File: src/rtl/mod3_pkg.sv
package mod3_pkg;

  localparam int REM_W    = 2;
  localparam int IDX_W    = 3;
  localparam int ENTRY_W  = 5;
  localparam int OUT_BIT  = 4;
  localparam int NUM_PINS = 3;

  typedef enum int {
    PIN_CLK = 0,
    PIN_RST = 1,
    PIN_DIN = 2
  } pin_sel_e;

  typedef logic [REM_W-1:0]   rem_t;
  typedef logic [IDX_W-1:0]   idx_t;
  typedef logic [ENTRY_W-1:0] entry_t;

  // Table index: twice the remainder plus the data bit.
  function automatic idx_t step_index(input rem_t rem, input logic bit_in);
    return idx_t'({rem, 1'b0}) + idx_t'(bit_in);
  endfunction

  // Six-entry step table: next remainder in the low bits, output in OUT_BIT.
  function automatic entry_t step_lookup(input idx_t idx);
    entry_t e;
    case (idx)
      3'd0:    e = 5'h10;
      3'd1:    e = 5'h01;
      3'd2:    e = 5'h02;
      3'd3:    e = 5'h00;
      3'd4:    e = 5'h01;
      3'd5:    e = 5'h12;
      default: e = 5'h00;
    endcase
    return e;
  endfunction

endpackage

File: src/rtl/pin_sync.sv
module pin_sync #(
  parameter int WIDTH  = 3,
  parameter int STAGES = 2
) (
  input  logic             clk,
  input  logic             rst_n,
  input  logic [WIDTH-1:0] async_i,
  output logic [WIDTH-1:0] sync_o
);

  localparam int LAST = STAGES - 1;

  genvar g;
  generate
    for (g = 0; g < WIDTH; g++) begin : g_pin
      logic [STAGES-1:0] chain_q;
      always_ff @(posedge clk or negedge rst_n) begin
        if (!rst_n) chain_q <= '0;
        else if (STAGES == 1) chain_q <= async_i[g];
        else chain_q <= {chain_q[STAGES-2:0], async_i[g]};
      end
      assign sync_o[g] = chain_q[LAST];
    end
  endgenerate

endmodule

File: src/rtl/pin_change_detect.sv
module pin_change_detect
  import mod3_pkg::*;
(
  input  logic                clk,
  input  logic                rst_n,
  input  logic [NUM_PINS-1:0] lvl_i,
  output logic                clk_rise_o,
  output logic                data_chg_o
);

  logic [NUM_PINS-1:0] prev_q;

  always_ff @(posedge clk or negedge rst_n) begin
    if (!rst_n) prev_q <= '0;
    else        prev_q <= lvl_i;
  end

  assign clk_rise_o = lvl_i[PIN_CLK] & ~prev_q[PIN_CLK];
  assign data_chg_o = (lvl_i[PIN_RST] ^ prev_q[PIN_RST]) |
                      (lvl_i[PIN_DIN] ^ prev_q[PIN_DIN]);

  // stored levels always follow the sampled levels one cycle later.
  p_prev_follows_r4: assert property (@(posedge clk) disable iff (!rst_n)
    1'b1 |=> prev_q == $past(lvl_i));

  // stored levels are zero while the system reset is held.
  always_comb begin
    if (!rst_n) p_prev_reset_r1: assert (prev_q == '0);
  end

endmodule

File: src/rtl/mod3_step_core.sv
module mod3_step_core
  import mod3_pkg::*;
(
  input  logic clk,
  input  logic rst_n,
  input  logic clk_rise_i,
  input  logic data_chg_i,
  input  logic rst_lvl_i,
  input  logic din_lvl_i,
  output logic dout_o
);

  rem_t   rem_q, nxt_q, rem_eff, nxt_d;
  logic   dout_q, dout_d;
  logic   recompute;
  entry_t entry;

  always_comb begin
    rem_eff   = clk_rise_i ? nxt_q : rem_q;
    recompute = clk_rise_i | data_chg_i;
    entry     = step_lookup(step_index(rem_eff, din_lvl_i));
    nxt_d     = nxt_q;
    dout_d    = dout_q;
    if (recompute) begin
      if (rst_lvl_i) begin
        nxt_d = '0;
      end else begin
        nxt_d  = entry[REM_W-1:0];
        dout_d = entry[OUT_BIT];
      end
    end
  end

  always_ff @(posedge clk or negedge rst_n) begin
    if (!rst_n) begin
      rem_q  <= '0;
      nxt_q  <= '0;
      dout_q <= 1'b0;
    end else begin
      rem_q  <= rem_eff;
      nxt_q  <= nxt_d;
      dout_q <= dout_d;
    end
  end

  assign dout_o = dout_q;

  // the remainder moves only on a rising pin clock.
  p_rem_only_on_rise_r4: assert property (@(posedge clk) disable iff (!rst_n)
    !clk_rise_i |=> $stable(rem_q));

  // remainder and pending value stay in 0..2.
  p_rem_range_r2: assert property (@(posedge clk) disable iff (!rst_n)
    1'b1 |=> (rem_q != 2'd3) && (nxt_q != 2'd3));

  // no event, no change of pending value or output.
  p_hold_idle_r6: assert property (@(posedge clk) disable iff (!rst_n)
    !clk_rise_i && !data_chg_i |=> $stable(nxt_q) && $stable(dout_q));

  // pin reset high forces pending zero and holds the output.
  p_reset_hold_r7: assert property (@(posedge clk) disable iff (!rst_n)
    rst_lvl_i |=> (nxt_q == '0) && $stable(dout_q));

  // recomputed output follows the Mealy rule on the updated remainder.
  p_dout_rule_r3: assert property (@(posedge clk) disable iff (!rst_n)
    (clk_rise_i || data_chg_i) && !rst_lvl_i |=>
      dout_q == ((rem_q == 2'd0 && !$past(din_lvl_i)) ||
                 (rem_q == 2'd2 &&  $past(din_lvl_i))));

  // arithmetic form of the pending value outside reset.
  p_next_arith_r2: assert property (@(posedge clk) disable iff (!rst_n)
    (clk_rise_i || data_chg_i) && !rst_lvl_i |=>
      int'(nxt_q) == (2 * int'(rem_q) + int'($past(din_lvl_i))) % 3);

endmodule

File: src/rtl/mod3_pin_fsm.sv
module mod3_pin_fsm
  import mod3_pkg::*;
#(
  parameter int SYNC_STAGES = 2
) (
  input  logic clk_sys,
  input  logic rst_sys_n,
  input  logic pin_clk_i,
  input  logic pin_rst_i,
  input  logic pin_din_i,
  output logic dout_o
);

  logic [NUM_PINS-1:0] raw_pins;
  logic [NUM_PINS-1:0] sync_pins;
  logic                clk_rise;
  logic                data_chg;

  always_comb begin
    raw_pins          = '0;
    raw_pins[PIN_CLK] = pin_clk_i;
    raw_pins[PIN_RST] = pin_rst_i;
    raw_pins[PIN_DIN] = pin_din_i;
  end

  pin_sync #(.WIDTH(NUM_PINS), .STAGES(SYNC_STAGES)) u_sync (
    .clk     (clk_sys),
    .rst_n   (rst_sys_n),
    .async_i (raw_pins),
    .sync_o  (sync_pins)
  );

  pin_change_detect u_detect (
    .clk        (clk_sys),
    .rst_n      (rst_sys_n),
    .lvl_i      (sync_pins),
    .clk_rise_o (clk_rise),
    .data_chg_o (data_chg)
  );

  mod3_step_core u_core (
    .clk        (clk_sys),
    .rst_n      (rst_sys_n),
    .clk_rise_i (clk_rise),
    .data_chg_i (data_chg),
    .rst_lvl_i  (sync_pins[PIN_RST]),
    .din_lvl_i  (sync_pins[PIN_DIN]),
    .dout_o     (dout_o)
  );

  // a synchronised level equals the pin value from two edges back.
  p_sync_delay_r8: assert property (@(posedge clk_sys) disable iff (!rst_sys_n)
    $past(rst_sys_n, 2) |=> sync_pins == $past(raw_pins, 2));

  // output low during system reset.
  always_comb begin
    if (!rst_sys_n) p_dout_reset_r1: assert (dout_o == 1'b0);
  end

endmodule

File: config.mk
export PLATFORM = sky130hd
export DESIGN_NAME = mod3_pin_fsm
export DESIGN_NICKNAME = d
export VERILOG_FILES = /design/src/rtl/mod3_pkg.sv /design/src/rtl/pin_sync.sv /design/src/rtl/pin_change_detect.sv /design/src/rtl/mod3_step_core.sv /design/src/rtl/mod3_pin_fsm.sv
export SDC_FILE = /design/constraint.sdc
export NUM_CORES = 1
export LEC_CHECK = 0
export ABC_AREA = 1
export BUFFER_PORTS_ARGS = -buffer_cell sky130_fd_sc_hd__buf_2
export CAP_MARGIN = 0
export CORE_MARGIN = 2
export CORE_UTILIZATION = 35
export DETAILED_ROUTE_END_ITERATION = 8
export PLACE_DENSITY_LB_ADDON = 0.3
export SYNTH_ARGS = -nofsm -noshare
export SYNTH_HDL_FRONTEND = slang
export SYNTH_SLANG_ARGS = --single-unit
export TNS_END_PERCENT = 50
File: constraint.sdc
create_clock -name clk_sys -period 1.27 [get_ports clk_sys]
set_input_delay 0.254 -clock clk_sys [delete_from_list [all_inputs] [get_ports clk_sys]]
set_output_delay 0.254 -clock clk_sys [all_outputs]
set_load 0.05 [all_outputs]
== Word level (Yosys, flattened, before mapping) ==
Cells that the tools add are included.
Word-level totals
  flip-flop bits (word level): 14
  input port bits: 5
  output and inout bits: 1
  logic and storage cells: 25
Operators by class
  add/subtract/negate cells: 1
  equality and inequality tests: 4
  multiplexer cells: 3
  bitwise gates (word level): 7
  reduce and logical (&&, ||, !) cells: 3
Operator list (count)
  case mux 5 bit (4 select lines): 1
  equality test 3 bit, second input constant: 2
  2-to-1 mux 2 bit: 2
  adder 3 x 1 -> 3 bit: 1
  equality test 3 x 1 -> 1 bit, second input constant: 1
  equality test 3 x 2 -> 1 bit, second input constant: 1
  zero test 3 bit: 1
  NOT 1 bit: 2
  bitwise OR 1 bit: 2
  AND reduction 2 bit: 1
  OR reduction 2 bit: 1
  XOR 1 bit: 2
  bitwise AND 1 bit: 1

== Logic depth before layout (Yosys ltp) ==
  depth after elaboration: 8
  mapped depth: 8
  depth with buffers taken out: 8

== By module ==
A second synthesis with hierarchy kept.
Second synthesis, totals
  cell total of the unflattened synthesis: 63
  area total of the unflattened synthesis: 564.3 µm²
Modules (own cells, without submodules)
  mod3_step_core: instances 1, cells an instance 42, area each 277.8 µm², sequential area each 125.1 µm²
  pin_sync: instances 1, cells an instance 9, area each 172.7 µm², sequential area each 150.1 µm²
  pin_change_detect: instances 1, cells an instance 12, area each 113.9 µm², sequential area each 75.1 µm²

== Worst setup path after synthesis ==
OpenSTA, ideal clock, no wires.
  path type: register -> register
  start: reg u_sync.g_pin[0].chain_q[1]
  end: reg u_core.dout_q, in the netlist u_core.dout_o
  library setup time: 120 ps
  arrival: 895 ps
  data required time: 1150 ps
  setup slack: 255 ps
  stages on the path, launching flop included: 7
  path buffers: 0
  period minus slack after synthesis: 1015 ps
  cells stage by stage: dfrtp_1 > nand2_4 > nand3_1 > nor2_2 > nor2_2 > nand3_1 > nand2_1
Between the ends
  word-level cells in the longest chain between the ends: 6
  elaborated cells on any way between the ends: 12
  classes of those cells: add/sub: 1; eq/ne: 4; mux: 2; bitwise: 2; reduce/logical: 3
Ends and longest elaborated chain
  from (decl): line pin_sync.sv:16  | logic [STAGES-1:0] chain_q;
  from (signal assigned): line pin_sync.sv:19  | else if (STAGES == 1) chain_q <= async_i[g];
  from (signal assigned): line pin_sync.sv:20  | else chain_q <= {chain_q[STAGES-2:0], async_i[g]};
  bitwise AND 1 bit (*): line pin_change_detect.sv:18  | assign clk_rise_o = lvl_i[PIN_CLK] & ~prev_q[PIN_CLK];
  2-to-1 mux 2 bit: line mod3_step_core.sv:19  | rem_eff = clk_rise_i ? nxt_q : rem_q;
  adder 3 x 1 -> 3 bit: line mod3_pkg.sv:21  | return idx_t'({rem, 1'b0}) + idx_t'(bit_in);
  equality test 3 x 1 -> 1 bit or equality test 3 bit (tied branches): line mod3_pkg.sv:27  | case (idx)
  OR reduction 2 bit (no source line)
  case mux 5 bit (4 select lines): line mod3_pkg.sv:27
  to (signal assigned): line mod3_step_core.sv:42  | dout_q <= dout_d;
  to (decl): line mod3_step_core.sv:14  | logic dout_q, dout_d;
Mark *: on every way between the ends. The rest lies on a longest branch, timed or not.
A chain may end at the register's enable or synchronous reset.

== Worst setup path in the final report ==
  start: reg u_core.dout_q, in the netlist u_core.dout_o
  end: out dout_o
RTL lines
  to (decl): line mod3_pin_fsm.sv:11  | output logic dout_o
No word-level cell between the ends.

==> results.cfg <==
[outcome]
status = finished, final reports clean

[synthesis]
avgSynthCellArea_um2 = 10.6
synthMuxAreaShare_pct = 0
ys_seq_elements = 14
postSynthCellCount = 51
synthAdderAreaFrac_pct = 0
ys_seq_area_share_pct = 64.8
synth_compound_area_share_pct = 3.94
synth_cell_types = 12
synth_xor_area_share_pct = 1.62
syn_area_um2 = 541
synthesis.nets = 56
ys_warn_count = 0
yosys.area_share.simple_pct = 23.4
synth_top_family_by_area = simple AND/OR/NAND/NOR gates

[global_route]
grt_usage_pct = 10.5
grt_pass1_wl_um = 1370
antenna_found_initial = 0
grt_pass1_vias = 318
grt_max_degree = 15
grt-ovfl-total = 0

[clock_tree]
cts_buffer_depth = 2
cts_sinks = 14
cts_root_buf = clkbuf_4
cts_resized = 0
cts_tree = done
clk_latency_ns = 0.27
cts_buffers = 3
cts_max_level = 1
clk_pin_slew_ns = 0.08

[final_layout]
fin_nets = 67
layout_common_cells = 14 x dfrtp_1, 12 x nand2_1, 7 x inv_1, 7 x nand3_1, 5 x buf_2
area_growth_pct = 16.9
drive_gt1_share_pct = 29.5
antenna_cells = 0
final_common_cell = dfrtp_1
fin_area_um2 = 632

[die]
rows = 14
die_area_um2 = 1870
initial_core_util_pct = 36.7
io_pins = 6
die-height_um = 43.3
die-width_um = 43.3
core_region_area_um2 = 1470

[drt]
wl_per_cell_um = 9.91
first_pass_iters = 4
drt_iter0_markers = 5
ant_nets = 0
vias = 336
vias_per_cell = 4.36
finalWirelength_um = 763
drc = 0

[sta]
fmax_ghz = 0.888
final.setup.tns_ns = 0
relSlewSlack_pct = 79.2
grt_setup_unrepaired = false
tightest_slew_ns = 0.312
finalHoldViolations = 0
period_needed_ns = 1.13
slew_viol_final = 0
layout_worst_path_cycle_share_pct = 88.7
setup_viol = 0
finClkSkew_ns = 0.00353

[critical_path]
crit_path_start = u_core.dout_o
cp-start-kind = flip-flop
required_ns = 1.02
timing.rr.start = u_sync.g_pin[0].chain_q[1]
path_buf_inv = 1
crit_slowest_cell = dfrtp_1
endpoint_kind = output port
rrSetupSlack_ns = 0.15
rr_worst_depth = 6
cp.arrival_ns = 0.87
r2r_end = u_core.dout_o
path_cells = buf_2
path_delay_family = flip-flops
max_stage_delay_ns = 0.34
path_class = reg2out
path_max_fanout = 2

[pwr]
irDropWorstVdd_mv = 0.661
cellPowerDensity_nw_per_um2 = 1520
p_leak_nw = 0.341

[place]
gp_congestion = 0.673
dpl_cell_area_um2 = 586
port_buffers = 5
dp_hpwl_um = 560

[worst_hold_path]
whs_endpoint = u_sync.g_pin[2].chain_q[0]
min_path_type = in2reg
min_from = pin_din_i
whs_path_depth = 1

[flow_run]
drv_cap = 0
==> metal layers <==
layer	GRT usage, %	vias to the layer above	wire (um)	share of wire (%)
met3	3.83	0	20	2.6
met2	15.2	4	376	49
li1	-	174	-	-
met1	13.8	158	366	48
met5	0	-	0	0
met4	5.45	0	0	0
==> where the power goes <==
part	switching (mW)	leakage (nW)	internal, mW	total (mW)
registers	0.0262	0.170	0.485	0.511
clock network	0.139	0.0210	0.174	0.313
logic	0.0897	0.150	0.0467	0.136
total	0.255	0.341	0.706	0.961
==> repair_timing <==
item	in CTS	in global routing
setup buffers	0	0
hold endpoints to repair	14	0
hold buffers	1	0
==> cell type report <==
cell class,count,area [um^2]
tap,16,20.0
clock buffer,4,36.3
sequential,14,350
fill,154,840
timing repair buffer,6,35.0
inverter,9,33.8
multi-input combinational,28,156
==> how the worst max path moves through the flow <==
| stage | endpoint | slack (ns) | cells after the start |
|---|---|---|---|
| 6_report | dout_o | 0.14 | 1 |
| 3_5_place_dp | u_core.dout_o | 0.16 | 6 |
| 3_3_place_gp | u_core.dout_o | 0.16 | 6 |
| 4_1_cts | dout_o | 0.13 | 1 |
| 2_1_floorplan | u_core.dout_o | 0.25 | 6 |
| 5_1_grt | u_core.nxt_q[1] | 0.05 | 6 |
==> synth_stat cells <==
| master | number | area [um^2] |
|---|---|---|
| inv_1 | 7 | 26.3 |
| o21ai_0 | 1 | 5.00 |
| nand2_1 | 12 | 45.0 |
| nand3_2 | 1 | 10.0 |
| o21ai_4 | 1 | 16.3 |
| inv_2 | 2 | 7.51 |
| xor2_1 | 1 | 8.76 |
| nand3_1 | 7 | 35.0 |
| nor2_2 | 2 | 12.5 |
| nand2_4 | 1 | 11.3 |
| nand2_2 | 2 | 12.5 |
| dfrtp_1 | 14 | 350 |
==> per-stage QoR <==
stage | total power, mW | instances | util [%] | worst slack, ns | hold slack, ns
2_1_floorplan | 0.617 | 51 | - | 0.255 | -0.0416
3_3_place_gp | 0.652 | 72 | 39.8 | 0.165 | 0.162
3_5_place_dp | 0.657 | 72 | 39.8 | 0.161 | 0.170
4_1_cts | 0.980 | 77 | 42.9 | 0.126 | 0.0636
5_1_grt | 1.02 | 77 | 42.9 | 0.0524 | 0.0561
6_report | 0.961 | 77 | 42.9 | 0.143 | 0.0771
==> registers in the layout, indices dropped and copies added (netlist names) <==
signal	count
u_detect.prev_q	3
u_core.dout_o	1
u_sync.g_pin.chain_q	6
u_core.nxt_q	2
u_core.rem_q	2
==> cell families after synthesis <==
family                 count (synthesis)
AO/OA/AOI/OAI                          2
XOR/XNOR                               1
buffers and inverters                  9
flip-flops                            14
AND/OR/NAND/NOR                       25
Power figures use the tool's default switching activity.
